`config.mk`:
```
export PLATFORM = sky130hd
export DESIGN_NAME = pm_rst_ctrl
export DESIGN_NICKNAME = d
export VERILOG_FILES = /design/src/rtl/pm_rst_pkg.sv /design/src/rtl/pm_key_latch.sv /design/src/rtl/pm_pulse_gen.sv /design/src/rtl/pm_rst_ctrl.sv
export SDC_FILE = /design/constraint.sdc
export NUM_CORES = 1
export LEC_CHECK = 0
export ABC_AREA = 1
export ABC_CLOCK_PERIOD_IN_PS = 1700
export CORE_ASPECT_RATIO = 0.8
export CORE_MARGIN = 5
export CORE_UTILIZATION = 35
export CTS_CLUSTER_SIZE = 8
export DETAILED_ROUTE_END_ITERATION = 16
export SYNTH_ARGS = -nofsm -noshare
export SYNTH_HDL_FRONTEND = slang
export SYNTH_SLANG_ARGS = --single-unit
```
`constraint.sdc`:
```
create_clock -name clk -period 1.7 [get_ports clk]
set_input_delay 0.34 -clock clk [delete_from_list [all_inputs] [get_ports clk]]
set_output_delay 0.34 -clock clk [all_outputs]
set_load 0.02 [all_outputs]
```
`src/rtl/pm_rst_pkg.sv`:
```
package pm_rst_pkg;

  localparam logic [7:0] OFS_GPIO_LOCK = 8'h48;
  localparam logic [7:0] OFS_CTRL      = 8'hA4;
  localparam logic [7:0] OFS_KEY_CPU   = 8'hB0;
  localparam logic [7:0] OFS_KEY_DIE   = 8'hB4;
  localparam logic [7:0] OFS_CHIP_TRIG = 8'hB8;

  localparam logic [15:0] KEY_DIE    = 16'hB8D4;
  localparam logic [15:0] KEY_CPU    = 16'hB8D3;
  localparam logic [15:0] CHIP_MAGIC = 16'h0079;
  localparam logic [15:0] GPIO_KEY   = 16'hBABE;

  localparam int BIT_CPU = 10;
  localparam int BIT_DIE = 11;
  localparam int BIT_MCU = 12;

  // gated channels: 0 = die domain, 1 = application processor
  localparam int N_GATED = 2;

  function automatic logic [7:0] gate_ofs(input int idx);
    return (idx == 0) ? OFS_KEY_DIE : OFS_KEY_CPU;
  endfunction

  function automatic logic [15:0] gate_key(input int idx);
    return (idx == 0) ? KEY_DIE : KEY_CPU;
  endfunction

  function automatic int gate_bit(input int idx);
    return (idx == 0) ? BIT_DIE : BIT_CPU;
  endfunction

endpackage

```
`src/rtl/pm_key_latch.sv`:
```
module pm_key_latch #(
  parameter int DATA_W = 16,
  parameter logic [DATA_W-1:0] KEY = '0
) (
  input  logic              clk,
  input  logic              rst_n,
  input  logic              key_wr,
  input  logic [DATA_W-1:0] wdata,
  input  logic              consume,
  output logic              armed
);

  always_ff @(posedge clk or negedge rst_n) begin
    if (!rst_n) begin
      armed <= 1'b0;
    end else if (key_wr) begin
      armed <= (wdata == KEY);
    end else if (consume) begin
      armed <= 1'b0;
    end
  end

endmodule

```
`src/rtl/pm_pulse_gen.sv`:
```
module pm_pulse_gen #(
  parameter int LEN = 16
) (
  input  logic clk,
  input  logic rst_n,
  input  logic fire,
  output logic active
);

  localparam int CNT_W = $clog2(LEN + 1);
  localparam logic [CNT_W-1:0] LOAD = CNT_W'(LEN);

  logic [CNT_W-1:0] left_q;

  always_ff @(posedge clk or negedge rst_n) begin
    if (!rst_n) begin
      left_q <= '0;
    end else if (fire) begin
      left_q <= LOAD;
    end else if (left_q != '0) begin
      left_q <= left_q - 1'b1;
    end
  end

  assign active = (left_q != '0);

endmodule

```
`src/rtl/pm_rst_ctrl.sv`:
```
module pm_rst_ctrl
  import pm_rst_pkg::*;
#(
  parameter int ADDR_W    = 8,
  parameter int DATA_W    = 16,
  parameter int PULSE_LEN = 16
) (
  input  logic              clk,
  input  logic              por_n,
  input  logic              wr_en,
  input  logic [ADDR_W-1:0] addr,
  input  logic [DATA_W-1:0] wdata,
  output logic [DATA_W-1:0] rdata,
  output logic              die_rst,
  output logic              cpu_rst,
  output logic              mcu_rst,
  output logic              chip_rst,
  output logic              gpio4_unlocked
);

  localparam logic [ADDR_W-1:0] A_CTRL = ADDR_W'(OFS_CTRL);
  localparam logic [ADDR_W-1:0] A_CHIP = ADDR_W'(OFS_CHIP_TRIG);
  localparam logic [ADDR_W-1:0] A_GPIO = ADDR_W'(OFS_GPIO_LOCK);

  logic wr_ctrl, wr_chip, wr_gpio;
  logic [N_GATED-1:0] key_armed;
  logic [N_GATED-1:0] gate_fire;
  logic [N_GATED-1:0] gate_act;
  logic mcu_q;
  logic chip_fire;

  assign wr_ctrl = wr_en && (addr == A_CTRL);
  assign wr_chip = wr_en && (addr == A_CHIP);
  assign wr_gpio = wr_en && (addr == A_GPIO);

  for (genvar g = 0; g < N_GATED; g++) begin : g_gate
    localparam logic [ADDR_W-1:0] A_KEY = ADDR_W'(gate_ofs(g));
    localparam logic [DATA_W-1:0] KEYV  = DATA_W'(gate_key(g));
    localparam int                BITP  = gate_bit(g);

    pm_key_latch #(.DATA_W(DATA_W), .KEY(KEYV)) u_key (
      .clk    (clk),
      .rst_n  (por_n),
      .key_wr (wr_en && (addr == A_KEY)),
      .wdata  (wdata),
      .consume(wr_ctrl),
      .armed  (key_armed[g])
    );

    assign gate_fire[g] = wr_ctrl && wdata[BITP] && key_armed[g];

    pm_pulse_gen #(.LEN(PULSE_LEN)) u_pulse (
      .clk   (clk),
      .rst_n (por_n),
      .fire  (gate_fire[g]),
      .active(gate_act[g])
    );
  end

  assign die_rst = gate_act[0];
  assign cpu_rst = gate_act[1];

  always_ff @(posedge clk or negedge por_n) begin
    if (!por_n) begin
      mcu_q <= 1'b0;
    end else if (wr_ctrl) begin
      mcu_q <= wdata[BIT_MCU];
    end
  end
  assign mcu_rst = mcu_q;

  assign chip_fire = wr_chip && (wdata == DATA_W'(CHIP_MAGIC));

  pm_pulse_gen #(.LEN(PULSE_LEN)) u_chip_pulse (
    .clk   (clk),
    .rst_n (por_n),
    .fire  (chip_fire),
    .active(chip_rst)
  );

  pm_key_latch #(.DATA_W(DATA_W), .KEY(DATA_W'(GPIO_KEY))) u_gpio_key (
    .clk    (clk),
    .rst_n  (por_n),
    .key_wr (wr_gpio),
    .wdata  (wdata),
    .consume(1'b0),
    .armed  (gpio4_unlocked)
  );

  always_comb begin
    rdata = '0;
    if (addr == A_CTRL) begin
      rdata[BIT_MCU] = mcu_q;
      rdata[BIT_DIE] = gate_act[0];
      rdata[BIT_CPU] = gate_act[1];
    end else if (addr == A_GPIO) begin
      rdata[0] = gpio4_unlocked;
    end
  end

endmodule

```
==> metrics <==
number of global-route vias before repair=roughly 1300; gr ovfl total=0; Int Pwr=just over 0.7 mW; first-pass GRT wire length=a little under 6000 µm; Max Slew Vio Count=0; total track usage=0.122; critical path endpoint category=primary output; DRT iter0 DRCs=between 60 and 70; CP Launch Type=input port; Detail Route Antenna Nets=0; drt first pass iters=4; worst hold slack=approximately 0.42 ns; WL per Instance=about 10 µm; data required time of the worst path=1.36 ns; Seq cells post-synth=19; number of synthesized flops with an enable pin=0; Slowest-stage cell, CP=dlygate4sd2_1; RSZ-0062 raised after global routing=false; via count=1428; CTS Buf Count=3; cell family with most CP delay=buffers and inverters; clock sinks=19; vias per cell=between 4 and 5; Worst Clk Skew=0.00226 ns; Leak=roughly 1.1 nW; distinct cell type count after synthesis=25; synth warn=0; largest net degree at the start of global routing=20; maxcap violations=0; status=finished clean; Mapped Area=approximately 1500 µm²; CTS tree=yes; n_diodes=0; Initial Utilization=0.363; final net count=~330; combinational share of power=0.211; synth-to-layout area growth=41.4%; # hold bufs at CTS=0; Seq/Total Area, Yosys=0.311; Post-DP HPWL=around 2900 µm; switching fraction of total power=0.284; top-area cell type share of the netlist area=0.311; Avg Cell Area, Syn=6.58 µm²; chip width=~84 µm; CP peak stage delay=0.24 ns; Clock Latency Late Sink=0.26 ns; sw power=roughly 0.28 mW; # rows=21; worst hold-check path type=input port to async pin; Post-Synthesis Cells=between 200 and 250; synth cell count leaders=nand2_1, nor2_1, inv_1, dfrtp_1, buf_4; most instantiated library cell after synthesis=nand2_1; Crit Path Max Fanout=4; Clk pin slew, worst setup/hold paths=0.08 ns; clock buffer depth=2; Die H=approximately 69 µm; WP buf/inv=4; CP cell instances=dlygate4sd2_1 -> inv_2 -> nand3_2 -> nor2_4 -> nand2_4 -> buf_6 -> nor2_4 -> buf_6; synth top area cells=dfrtp_1, nand2_1, nor2_1; Final Hold Fails=0; Fmax=between 0.6 and 0.7 GHz; clock share of power=0.330; period utilisation layout=0.963; DP Area=about 2100 µm²; asr flop ratio synth=1.00; Crit Path Category=input port to primary output; die area=5790 µm²; I/O pins=48; Final setup violation count=0; post-layout min period=between 1.5 and 2 ns; Seq pwr share=0.459; IO Port Bufs=35; VDD IR max=0.281 mV; layout cells sized above 1=0.233; PD cells=about 460 nW/µm²; H-tree level count=1; clock root cell=clkbuf_8; Post-route DRC=0; Placer Congestion=about 0.80; Core ar.=4200 µm²; final instance area=~2200 µm²; initial antenna violation count=0; CP arrival=1.30 ns; Routed Wire Length=between 3000 and 4000 µm; Primary FF master, synth=dfrtp_1; leading area contributor after synthesis=dfrtp_1
==> layout by cell type, fill, tap and decap left out, types with 2 or more instances in the layout <==
master	n
nand2_1	52
nor2_1	42
inv_1	39
buf_4	25
clkdlybuf4s50_1	20
dfrtp_1	19
conb_1	12
nor2_2	10
nand3_1	10
o21ai_1	8
dlygate4sd2_1	8
nor2_4	6
buf_2	5
inv_2	3
nand2_2	3
a21oi_1	3
xor2_1	3
nor3_1	3
clkbuf_8	3
nand3b_4	2
nand3_2	2
nand3b_2	2
nand4_1	2
ha_2	2
buf_6	2
==> metal layers <==
layer,GRT usage,share of wire,vias to the layer above
li1,-,-,808
met1,0.170,0.51,597
met2,0.193,0.45,21
met3,0.0369,0.044,2
met4,0.0107,0.0037,0
met5,0,0,-
==> stage by stage <==
stage	setup TNS, ns	util	instances	total power [mW]	setup WS [ns]
2_1_floorplan	0	-	243	0.577	0.158
3_3_place_gp	-2.47	0.491	345	0.676	-0.609
3_5_place_dp	-2.53	0.491	345	0.677	-0.613
4_1_cts	0	0.509	352	1.00	0.0124
5_1_grt	0	0.514	353	1.05	0.00111
6_report	0	0.514	353	0.997	0.0624
==> worst register-to-register path, cell delays in order (launching register included) <==
cell and delay (ns):
dfrtp_1 0.36, inv_1 0.10, ha_1 0.19, nand3b_2 0.09
buf_4 0.16, a21boi_0 0.17, nor2_1 0.06
==> logic make-up (layout without fill, tap and decap cells) <==
logic type,Yosys count,count (layout),share of synthesized area
AO/OA/AOI/OAI,13,13,0.0459
XOR/XNOR,3,3,0.0172
adder cells (fa/ha/maj),3,3,0.0246
buffers and inverters,54,107,0.162
flip-flops,19,19,0.311
other,1,12,0.00245
AND/OR/NAND/NOR,139,139,0.437
==> final cells by class <==
class | instances | area, µm²
clock inverters | 1 | 5.00
inverters | 42 | 158
flip-flops and latches | 19 | 475
repair buffers | 61 | 515
well taps | 57 | 71.3
fillers | 431 | 2040
multi-input cells | 170 | 893
clock buffers | 3 | 41.3
==> state kept, by name (all words and copies together), names as in the netlist <==
signal / flops
u_gpio_key.armed: 1
mcu_rst: 1
g_gate.u_key.armed: 2
u_chip_pulse.left_q: 5
g_gate.u_pulse.left_q: 10
==> worst paths after layout <==
path	from	endpoint	slack, ns	cells past startpoint
worst max-delay path	addr[6]	rdata[11]	0.06	8
worst min-delay path	por_n	g_gate[1].u_pulse.left_q[1]	0.42	2
worst min register to register	u_chip_pulse.left_q[4]	u_chip_pulse.left_q[4]	0.49	2
worst max register to register	u_chip_pulse.left_q[0]	u_chip_pulse.left_q[3]	0.46	6
min in group clk	u_chip_pulse.left_q[4]	u_chip_pulse.left_q[4]	0.49	2
max in group asynchronous	por_n	u_chip_pulse.left_q[2]	1.07	2
==> power groups by stage <==
stage / combinational, mW / clock, mW / sequential [mW]
floorplan: 0.108 / 0 / 0.468
global placement: 0.210 / 0 / 0.466
detailed placement: 0.210 / 0 / 0.467
CTS: 0.208 / 0.340 / 0.457
global route: 0.233 / 0.357 / 0.458
finish: 0.210 / 0.329 / 0.458
==> timing repair <==
item,4_1_cts,5_1_grt
pin swaps,5,1
endpoints found under the setup margin,7,6
cloned,0,0
endpoints found under the hold margin,0,0
gates resized for setup,42,7
buffers inserted,3,1
Power figures use the tool's default switching activity.
